===== src/rtl/agen2d_pkg.sv =====
package agen2d_pkg;

  typedef enum logic {
    AG_IDLE = 1'b0,
    AG_RUN  = 1'b1
  } ag_state_e;

endpackage


===== src/rtl/agen2d_req_check.sv =====
// Decides whether a request yields only aligned beats and derives the
// per-row beat count (minus one) from the byte length field.
module agen2d_req_check #(
  parameter int ADDR_W    = 32,
  parameter int XLEN_W    = 16,
  parameter int BUS_BYTES = 8
) (
  input  logic [ADDR_W-1:0]                       addr_i,
  input  logic [ADDR_W-1:0]                       stride_i,
  input  logic [XLEN_W-1:0]                       x_len_m1_i,
  output logic                                    ok_o,
  output logic [XLEN_W-$clog2(BUS_BYTES)-1:0]     beats_m1_o
);
  localparam int OFS_W = $clog2(BUS_BYTES);

  generate
    if (OFS_W == 0) begin : g_byte_bus
      assign ok_o = 1'b1;
    end else begin : g_word_bus
      logic addr_al, stride_al, len_al;
      always_comb begin
        addr_al   = (addr_i[OFS_W-1:0] == '0);
        stride_al = (stride_i[OFS_W-1:0] == '0);
        // byte count = field + 1 is a whole number of words when the
        // low bits of the field are all ones
        len_al    = &x_len_m1_i[OFS_W-1:0];
        ok_o      = addr_al & stride_al & len_al;
      end
    end
  endgenerate

  assign beats_m1_o = x_len_m1_i[XLEN_W-1:OFS_W];

endmodule


===== src/rtl/agen2d_down_ctr.sv =====
// Loadable down counter with a zero flag.
module agen2d_down_ctr #(
  parameter int W = 8
) (
  input  logic         clk,
  input  logic         rst_n,
  input  logic         load_i,
  input  logic [W-1:0] load_val_i,
  input  logic         dec_i,
  output logic [W-1:0] cnt_o,
  output logic         zero_o
);
  logic [W-1:0] cnt_q, cnt_d;
  logic         cnt_en;

  always_comb begin
    cnt_en = load_i | dec_i;
    cnt_d  = cnt_q;
    if (load_i) begin
      cnt_d = load_val_i;
    end else if (dec_i) begin
      cnt_d = cnt_q - W'(1);
    end
  end

  always_ff @(posedge clk or negedge rst_n) begin
    if (!rst_n) begin
      cnt_q <= '0;
    end else if (cnt_en) begin
      cnt_q <= cnt_d;
    end
  end

  assign cnt_o  = cnt_q;
  assign zero_o = (cnt_q == '0);

endmodule


===== src/rtl/agen2d_addr_path.sv =====
// Row base and beat address registers. Row steps add the stride to the
// kept row base, so no multiplier is needed.
module agen2d_addr_path #(
  parameter int ADDR_W    = 32,
  parameter int BUS_BYTES = 8
) (
  input  logic              clk,
  input  logic              rst_n,
  input  logic              load_i,
  input  logic [ADDR_W-1:0] base_i,
  input  logic [ADDR_W-1:0] stride_i,
  input  logic              col_step_i,
  input  logic              row_step_i,
  output logic [ADDR_W-1:0] addr_o
);
  localparam logic [ADDR_W-1:0] WORD_INC = ADDR_W'(BUS_BYTES);

  logic [ADDR_W-1:0] row_base_q, row_base_d;
  logic [ADDR_W-1:0] addr_q, addr_d;
  logic              path_en;
  logic [ADDR_W-1:0] next_row;

  always_comb begin
    next_row   = row_base_q + stride_i;
    path_en    = load_i | col_step_i | row_step_i;
    row_base_d = row_base_q;
    addr_d     = addr_q;
    if (load_i) begin
      row_base_d = base_i;
      addr_d     = base_i;
    end else if (row_step_i) begin
      row_base_d = next_row;
      addr_d     = next_row;
    end else if (col_step_i) begin
      addr_d     = addr_q + WORD_INC;
    end
  end

  always_ff @(posedge clk or negedge rst_n) begin
    if (!rst_n) begin
      row_base_q <= '0;
      addr_q     <= '0;
    end else if (path_en) begin
      row_base_q <= row_base_d;
      addr_q     <= addr_d;
    end
  end

  assign addr_o = addr_q;

endmodule


===== src/rtl/agen2d.sv =====
module agen2d #(
  parameter int ADDR_W    = 32,
  parameter int XLEN_W    = 16,
  parameter int YLEN_W    = 16,
  parameter int BUS_BYTES = 8
) (
  input  logic              clk,
  input  logic              rst_n,
  input  logic              start_i,
  input  logic [ADDR_W-1:0] start_addr_i,
  input  logic [XLEN_W-1:0] x_len_m1_i,
  input  logic [YLEN_W-1:0] y_len_m1_i,
  input  logic [ADDR_W-1:0] stride_i,
  input  logic              cyclic_i,
  input  logic              abort_i,
  input  logic              beat_ready_i,
  output logic              beat_valid_o,
  output logic [ADDR_W-1:0] addr_o,
  output logic              row_end_o,
  output logic              xfer_end_o,
  output logic              done_o,
  output logic              reject_o
);
  import agen2d_pkg::*;

  localparam int OFS_W  = $clog2(BUS_BYTES);
  localparam int BEAT_W = XLEN_W - OFS_W;

  ag_state_e         state_q, state_d;
  logic [ADDR_W-1:0] base_q, stride_q;
  logic [BEAT_W-1:0] beats_m1_q, beats_m1_w, col_cnt;
  logic [YLEN_W-1:0] rows_m1_q, row_cnt;
  logic              cyclic_q;
  logic              done_q, done_d, reject_q, reject_d;
  logic              req_ok, col_zero, row_zero;
  logic              running, idle_start, go, accept, eor, eot, rewind;
  logic              col_load, col_dec, row_load, row_dec, path_load;
  logic [BEAT_W-1:0] col_load_val;
  logic [YLEN_W-1:0] row_load_val;
  logic [ADDR_W-1:0] path_base, path_stride;

  agen2d_req_check #(
    .ADDR_W(ADDR_W), .XLEN_W(XLEN_W), .BUS_BYTES(BUS_BYTES)
  ) u_check (
    .addr_i    (start_addr_i),
    .stride_i  (stride_i),
    .x_len_m1_i(x_len_m1_i),
    .ok_o      (req_ok),
    .beats_m1_o(beats_m1_w)
  );

  // next-state and control
  always_comb begin
    running    = (state_q == AG_RUN);
    idle_start = (state_q == AG_IDLE) & start_i & ~abort_i;
    go         = idle_start & req_ok;
    accept     = running & beat_ready_i & ~abort_i;
    eor        = running & col_zero;
    eot        = eor & row_zero;
    rewind     = accept & eot & cyclic_q;

    col_load     = go | (accept & eor);
    col_dec      = accept & ~eor;
    col_load_val = go ? beats_m1_w : beats_m1_q;
    row_load     = go | rewind;
    row_dec      = accept & eor & ~eot;
    row_load_val = go ? y_len_m1_i : rows_m1_q;
    path_load    = go | rewind;
    path_base    = go ? start_addr_i : base_q;
    path_stride  = stride_q;

    done_d   = accept & eot & ~cyclic_q;
    reject_d = idle_start & ~req_ok;

    state_d = state_q;
    if (abort_i) begin
      state_d = AG_IDLE;
    end else if (go) begin
      state_d = AG_RUN;
    end else if (done_d) begin
      state_d = AG_IDLE;
    end
  end

  agen2d_down_ctr #(.W(BEAT_W)) u_col_ctr (
    .clk       (clk),
    .rst_n     (rst_n),
    .load_i    (col_load),
    .load_val_i(col_load_val),
    .dec_i     (col_dec),
    .cnt_o     (col_cnt),
    .zero_o    (col_zero)
  );

  agen2d_down_ctr #(.W(YLEN_W)) u_row_ctr (
    .clk       (clk),
    .rst_n     (rst_n),
    .load_i    (row_load),
    .load_val_i(row_load_val),
    .dec_i     (row_dec),
    .cnt_o     (row_cnt),
    .zero_o    (row_zero)
  );

  agen2d_addr_path #(.ADDR_W(ADDR_W), .BUS_BYTES(BUS_BYTES)) u_addr (
    .clk       (clk),
    .rst_n     (rst_n),
    .load_i    (path_load),
    .base_i    (path_base),
    .stride_i  (path_stride),
    .col_step_i(col_dec),
    .row_step_i(row_dec),
    .addr_o    (addr_o)
  );

  // control registers
  always_ff @(posedge clk or negedge rst_n) begin
    if (!rst_n) begin
      state_q  <= AG_IDLE;
      done_q   <= 1'b0;
      reject_q <= 1'b0;
    end else begin
      state_q  <= state_d;
      done_q   <= done_d;
      reject_q <= reject_d;
    end
  end

  // request registers, enabled by an accepted start
  always_ff @(posedge clk or negedge rst_n) begin
    if (!rst_n) begin
      base_q     <= '0;
      stride_q   <= '0;
      beats_m1_q <= '0;
      rows_m1_q  <= '0;
      cyclic_q   <= 1'b0;
    end else if (go) begin
      base_q     <= start_addr_i;
      stride_q   <= stride_i;
      beats_m1_q <= beats_m1_w;
      rows_m1_q  <= y_len_m1_i;
      cyclic_q   <= cyclic_i;
    end
  end

  logic unused_cnt;
  assign unused_cnt = ^{col_cnt, row_cnt};

  assign beat_valid_o = running;
  assign row_end_o    = eor;
  assign xfer_end_o   = eot;
  assign done_o       = done_q;
  assign reject_o     = reject_q;

endmodule


===== config.mk =====
export PLATFORM = sky130hd
export DESIGN_NAME = agen2d
export DESIGN_NICKNAME = d
export VERILOG_FILES = /design/src/rtl/agen2d_pkg.sv /design/src/rtl/agen2d_req_check.sv /design/src/rtl/agen2d_down_ctr.sv /design/src/rtl/agen2d_addr_path.sv /design/src/rtl/agen2d.sv
export SDC_FILE = /design/constraint.sdc
export NUM_CORES = 1
export LEC_CHECK = 0
export BUFFER_PORTS_ARGS = -buffer_cell sky130_fd_sc_hd__buf_4
export CORE_ASPECT_RATIO = 0.75
export CORE_MARGIN = 5
export CORE_UTILIZATION = 35
export CTS_CLUSTER_DIAMETER = 100
export CTS_CLUSTER_SIZE = 12
export DETAILED_ROUTE_END_ITERATION = 16
export GPL_TIMING_DRIVEN = 0
export PLACE_DENSITY = 0.57
export SLEW_MARGIN = 20
export SYNTH_ARGS = -nofsm -noshare
export SYNTH_HDL_FRONTEND = slang
export SYNTH_HIERARCHICAL = 1
export SYNTH_SLANG_ARGS = --single-unit

===== constraint.sdc =====
create_clock -name clk -period 9.4 [get_ports clk]
set_clock_uncertainty 0.15 [all_clocks]
set_input_delay 0.94 -clock clk [delete_from_list [all_inputs] [get_ports clk]]
set_output_delay 0.94 -clock clk [all_outputs]
set_load 0.01 [all_outputs]

==> flow_summary_export.csv, run 1 <==
group,metric,value,unit
status,status,"completed",
yosys,syn-instance-count,1040,
grt,grt_remaining_overflow,0,
final_layout,antenna_cells_inserted,0,
timing,fmax,0.200,GHz
grt,grt_antenna_before_repair,1,
drt,drt_first_pass_iters,6,
yosys,postSynth.topFlopCell,"dfrtp_1",
clock_tree,numCtsBuffers,17,
timing,max_slew.worst_pin.slew,888,ps
critical_path,critPathRequiredTime,9580,ps
timing,setup_repair_after_global_routing_missed_its_margin,"no",
timing,report.final.slew_viol_count,0,
grt,grt_first_pass_wirelength,51.5,mm
final_layout,finish.net_count,1324,
placement,port_buffers,125,
clock_tree,post_cts.resized_instances,0,
die,die_area,34300,um2
timing,timing.slew.headroom,0.408,
timing,finalCritPeriodShare,0.532,
critical_path,crit_path_top_delay_cell,"clkbuf_1",
clock_tree,clk_path_buf_depth,2,
critical_path,worst_path_most_repeated_cell,"buf_6",
drt,vias,8938,
critical_path,worstPathBufferInverterCount,7,
clock_tree,buffer_cell_driving_the_clock_tree_root,"clkbuf_16",
yosys,syn-num-nets,1178,
pwr,peakVddDrop,0.000120,V
pwr,pleak,6.25,nW
timing,layout_min_cycle_time,5000,ps
critical_path,cp_data_arrival_time,5180,ps
flow_run,max_cap_viol_count,0,
clock_tree,clock_latency_at_the_later_pin_of_the_worst_skew_pair,440,ps
critical_path,worstRegToRegCells,13,
timing,fin_setup_tns,0,ps
placement,place.detailed.hpwl,24.5,mm
grt,first_global_vias,8563,
placement,place.gp.congestion,0.940,
drt,detail_route.vias_per_cell,5.59,
yosys,ys_seq_elements,190,
pwr,power.density_cell_area,133,nW/um2
yosys,synth_sequential_area_ratio,0.443,
clock_tree,cts_hold_buf,0,
yosys,async_reset_ff_frac,1.00,
final_layout,syn_to_final_growth,19.8,%
final_layout,final.fill_count,2951,
placement,place_worst_setup_slack,3990,ps
timing,final_worst_slack,4400,ps
die,die_width,212,um
critical_path,critPathMaxFanout,10,
critical_path,crit-reg2reg-launch,"u_row_ctr/cnt_o[4]",
die,core,30200,um2
drt,routed_wire_per_std_cell,20.9,um
timing,setup-violations-final,0,
drt,count_of_unresolved_drc_violations_after_routing,0,
die,io_pins,139,
clock_tree,htree_levels,4,
worst_hold_path,hold_path_class,"in -> async",
grt,pin_count_of_the_biggest_net_entering_global_routing,81,
clock_tree,cts.clk_slew.worst_paths,80,ps
yosys,edff_count_synth,0,
yosys,post_synthesis_average_cell_area,10.3,um2
critical_path,end_kind,"register",
drt,detail_route.iter0.violations,841,
yosys,yosysWarnings,6,
critical_path,cp_top_family,"buffers and inverters",
final_layout,post_route_cells_drive_above_1_share,0.264,
clock_tree,tritoncts_num_sinks,190,
yosys,synth.cell_area,10700,um2
critical_path,rrSetupSlack,4400,ps
critical_path,crit_path_cell_trace,"buf_4, or3_1, nor4_2, and4bb_1, buf_6, buf_6, buf_6, a41o_1, inv_1, nand2_1, clkbuf_1, clkbuf_1, o22ai_1, o21a_1",
timing,hold_viol_final,0,
critical_path,regToRegEndpoint,"u_addr/addr_o[10]",
die,std_cell_rows,55,
clock_tree,tritoncts_clock_tree,"yes",
critical_path,critical_path_class,"in -> reg",
critical_path,cpPeakStageDelay,660,ps
drt,routed_wirelength,33.3,mm
critical_path,critPathLaunchType,"primary input",
drt,route.antenna.remaining_nets,0,
yosys,post_synth_cell_types,90,
die,initial_core_util,0.356,
die,floorplan.die.height,162,um
clock_tree,cts_setup_buffers,0,
grt,grt_usage,0.193,
-- cell type report --
cell class                 instances  area (um2)  area share
buffer                            73         395      0.0307
sequential                       190        4750       0.369
clock inverter                    15         198      0.0154
timing repair buffer             127        1000      0.0778
tap                              399         499      0.0388
clock buffer                      17         425      0.0331
inverter                          15        56.3     0.00437
multi-input combinational        762        5540       0.430
-- stage by stage --
step / utilization / hold slack (ps) / std cells / total power [mW] / area [um2]
after floorplan: - / 293 / 1040 / 0.875 / 10700
after global placement: 0.403 / 307 / 1564 / 0.931 / 12200
after detailed placement: 0.405 / 313 / 1566 / 0.935 / 12200
after CTS: 0.426 / 216 / 1598 / 1.73 / 12900
after global routing: 0.426 / 234 / 1598 / 1.78 / 12900
final: 0.426 / 227 / 1598 / 1.71 / 12900
-- worst max-delay path by stage --
stage	from	cells past startpoint	endpoint
6_report	start_addr_i[1]	14	u_addr/addr_o[10]
3_5_place_dp	start_addr_i[1]	14	u_addr/addr_o[4]
3_3_place_gp	start_addr_i[1]	14	u_addr/addr_o[4]
2_1_floorplan	u_row_ctr/cnt_o[4]	13	u_addr/addr_o[4]
4_1_cts	start_addr_i[1]	14	u_addr/addr_o[4]
5_1_grt	start_addr_i[1]	14	u_addr/addr_o[4]
-- sequential cells by signal (all words and copies together), names as in the netlist --
signal,flops
base_q,32
beat_valid_o,1
beats_m1_q,13
cyclic_q,1
done_o,1
path_stride,32
reject_o,1
rows_m1_q,16
u_addr/addr_o,32
u_addr/row_base_q,32
u_col_ctr/cnt_o,13
u_row_ctr/cnt_o,16
-- cell usage after synthesis (20+ instances only) --
library cell / instances / area share
dfrtp_1: 190 / 0.44
nand2_1: 105 / 0.037
mux2_2: 68 / 0.071
a21oi_1: 62 / 0.029
nor2_1: 56 / 0.020
o21ai_0: 56 / 0.026
clkbuf_1: 36 / 0.013
ha_1: 35 / 0.041
nand3_1: 32 / 0.015
mux2_4: 27 / 0.038
xnor2_1: 26 / 0.021
a31oi_1: 20 / 0.012
-- power breakdown --
group | total, mW | switching (mW) | leakage (nW) | internal [mW]
Combinational | 0.0867 | 0.0415 | 3.30 | 0.0452
Clock | 0.791 | 0.361 | 0.305 | 0.430
Sequential | 0.831 | 0.00553 | 2.64 | 0.825
Total | 1.71 | 0.408 | 6.25 | 1.30
-- routing by layer --
| metal | GRT usage | routed length (um) | vias to the layer above |
|---|---|---|---|
| li1 | - | - | 4104 |
| met1 | 0.307 | 16700 | 4436 |
| met2 | 0.266 | 13600 | 372 |
| met3 | 0.0429 | 2690 | 26 |
| met4 | 0.0393 | 346 | 0 |
| met5 | 0 | 0 | - |
-- cells by family after synthesis --
| kind of cell | Yosys count | share of synthesized area |
|---|---|---|
| simple gates | 300 | 0.143 |
| compound gates | 284 | 0.182 |
| buf+inv | 88 | 0.0420 |
| flops | 190 | 0.443 |
| fa+ha+maj | 36 | 0.0426 |
| xor+xnor | 45 | 0.0367 |
| mux | 97 | 0.111 |
-- layout by cell type (no fill, tap or decap), drive strengths merged, types with 7 or more instances in the layout --
| cell | n |
|---|---|
| a31oi | 21 |
| xnor2 | 26 |
| nor2 | 56 |
| ha | 35 |
| nor2b | 9 |
| o211ai | 9 |
| clkbuf | 53 |
| nor3 | 7 |
| buf | 164 |
| and3 | 19 |
| xor2 | 19 |
| a21o | 18 |
| inv | 23 |
| o21a | 10 |
| nor4 | 9 |
| o21ai | 58 |
| mux2 | 95 |
| nand4 | 11 |
| nand2 | 105 |
| or4 | 7 |
| a21oi | 64 |
| dfrtp | 190 |
| a21boi | 9 |
| nand3 | 32 |
| a22oi | 15 |
No activity file was read; power rests on OpenSTA's default activity.
==> run 2: changes to the inputs <==
- clock period: 9.4 -> 5 ns (I/O delays scaled with it)
==> flow_summary_export.csv, run 2 (synthesis results as in run 1) <==
group,metric,value,unit
drt,drt_first_pass_iters,7,
final_layout,syn_to_final_growth,19.9,%
final_layout,mostFrequentLayoutCells,"dfrtp_1, buf_4, nand2_1, mux2_2, a21oi_1",
drt,count_of_unresolved_drc_violations_after_routing,0,
placement,place.gp.congestion,0.940,
clock_tree,buffer_cell_driving_the_clock_tree_root,"clkbuf_16",
placement,port_buffers,125,
grt,pin_count_of_the_biggest_net_entering_global_routing,81,
grt,met3_global_route_usage,0.0429,
critical_path,worstSetupPathDepth,13,
timing,setup-violations-final,0,
critical_path,critPathMaxFanout,10,
placement,place.detailed.hpwl,24.5,mm
critical_path,crit_path_start,"u_row_ctr/cnt_o[4]",
clock_tree,cts_setup_buffers,0,
final_layout,final.fill_count,2952,
final_layout,antenna_cells_inserted,0,
grt,first_global_vias,8563,
critical_path,cp_top_family,"simple AND/OR/NAND/NOR gates",
clock_tree,numCtsBuffers,17,
timing,report.final.slew_viol_count,0,
critical_path,worstPathBufferInverterCount,5,
worst_hold_path,hold_path_class,"in -> reg",
critical_path,crit_path_top_delay_cell,"or4_4",
grt,use_met2,0.266,
grt,grt_remaining_overflow,0,
clock_tree,tritoncts_clock_tree,"yes",
drt,vias,8922,
timing,fmax,0.211,GHz
critical_path,critical_path_class,"reg -> reg",
worst_hold_path,min-delay-start,"abort_i",
critical_path,crit_path_cell_trace,"or4_4, buf_6, buf_8, or4b_4, nor3_2, and3_1, a41o_1, clkbuf_2, nor2_1, clkbuf_1, clkbuf_1, a22oi_1, a21oi_1",
placement,placedInstanceArea,12200,um2
clock_tree,clk_path_buf_depth,2,
placement,dp.cells,1566,
die,die_width,212,um
critical_path,rrSetupSlack,250,ps
worst_hold_path,worst_hold_endpoint,"reject_o",
final_layout,fin_cells,1598,
final_layout,finalCoreUtilization,0.426,
die,std_cell_rows,55,
drt,detail_route.iter0.violations,921,
die,io_pins,139,
status,status,"completed",
critical_path,critPathRequiredTime,5160,ps
critical_path,crit-reg2reg-launch,"u_row_ctr/cnt_o[4]",
clock_tree,tritoncts_num_sinks,190,
timing,setup_repair_after_global_routing_missed_its_margin,"no",
grt,grt_first_pass_wirelength,51.5,mm
pwr,pleak,6.25,nW
final_layout,mostFrequentLayoutCell,"dfrtp_1",
grt,grt.busiest_layer,"met1",
pwr,final_total_power,3.21,mW
timing,final_worst_slack,254,ps
critical_path,regToRegEndpoint,"u_addr/addr_o[4]",
die,die_area,34300,um2
timing,timing.slew.headroom,0.411,
drt,routed_wirelength,33.3,mm
final_layout,finish.net_count,1324,
clock_tree,clock_latency_at_the_later_pin_of_the_worst_skew_pair,440,ps
flow_run,max_cap_viol_count,0,
grt,grt.met1_usage,0.307,
die,initial_core_util,0.356,
die,core,30200,um2
critical_path,worst_path_most_repeated_cell,"clkbuf_1",
pwr,peakVddDrop,0.000225,V
final_layout,post_route_cells_drive_above_1_share,0.266,
timing,hold_viol_final,0,
die,floorplan.die.height,162,um
critical_path,critPathLaunchType,"register",
clock_tree,cts.clk_slew.worst_paths,80,ps
drt,routed_wire_per_std_cell,20.8,um
critical_path,end_kind,"register",
clock_tree,htree_levels,4,
critical_path,cp_data_arrival_time,4900,ps
timing,max_slew.worst_pin.slew,883,ps
placement,place_worst_setup_slack,33.7,ps
timing,finalCritPeriodShare,0.949,
drt,detail_route.vias_per_cell,5.58,
pwr,power.density_cell_area,249,nW/um2
grt,grt_usage,0.193,
final_layout,post-route-cell-area,12900,um2
timing,layout_min_cycle_time,4750,ps
critical_path,cpPeakStageDelay,530,ps
critical_path,worstRegToRegCells,13,
grt,grt_antenna_before_repair,1,
drt,route.antenna.remaining_nets,0,
worst_hold_path,worst_hold_path.num_cells,2,
run 2: changes by cell type in the layout (fill, tap and decap cells not counted):
| cell | delta |
|---|---|
| clkbuf_2 | +2 |
| clkbuf_1 | -3 |
| dlygate4sd3_1 | +1 |
run 2: final cells by class:
class	instances	area (um2)	share of cell area
multi-input combinational	762	5540	0.430
sequential	190	4750	0.369
timing repair buffer	128	1010	0.0785
tap	399	499	0.0388
clock buffer	17	425	0.0330
buffer	72	394	0.0306
clock inverter	15	198	0.0154
inverter	15	56.3	0.00437
run 2: how the worst max path moves through the flow:
stage	end	slack [ps]
after floorplan	u_addr/addr_o[4]	1350
after global placement	u_addr/addr_o[4]	-6
after detailed placement	u_addr/addr_o[4]	30
after CTS	u_addr/addr_o[4]	90
after global routing	u_addr/addr_o[4]	2
final	u_addr/addr_o[4]	250
run 2: what timing repair did:
action / 4_1_cts / 5_1_grt
hold endpoints to repair: 41 / 0
setup endpoints to repair: 0 / 29
hold buffers: 1 / 0
resized for setup: 0 / 4
run 2: metrics by stage:
step / TNS [ps] / hold slack, ps
6_report: 0 / 99.6
5_1_grt: 0 / 85.4
4_1_cts: 0 / 71.2
3_5_place_dp: 0 / 259
3_3_place_gp: -5.74 / 307
2_1_floorplan: 0 / 54.4
run 2: routing by layer:
layer,part of all wire,vias to the layer above
met2,0.41,342
met3,0.075,20
met5,0,-
li1,-,4112
met1,0.51,4448
met4,0.0096,0
run 2: worst register-to-register path, cell delays in order, from the launching register on:
cell      delay, ps
dfrtp_1         440
or4_4           530
buf_6           150
buf_8           130
or4b_4          480
nor3_2          190
and3_1          240
a41o_1          440
clkbuf_2        350
nor2_1          130
clkbuf_1        330
clkbuf_1        490
a22oi_1         440
a21oi_1         110
run 2: report_power, final:
part / switching, mW / internal, mW / total, mW
clock network: 0.679 / 0.808 / 1.49
registers: 0.0103 / 1.55 / 1.56
logic: 0.0782 / 0.0855 / 0.164
total: 0.768 / 2.45 / 3.21
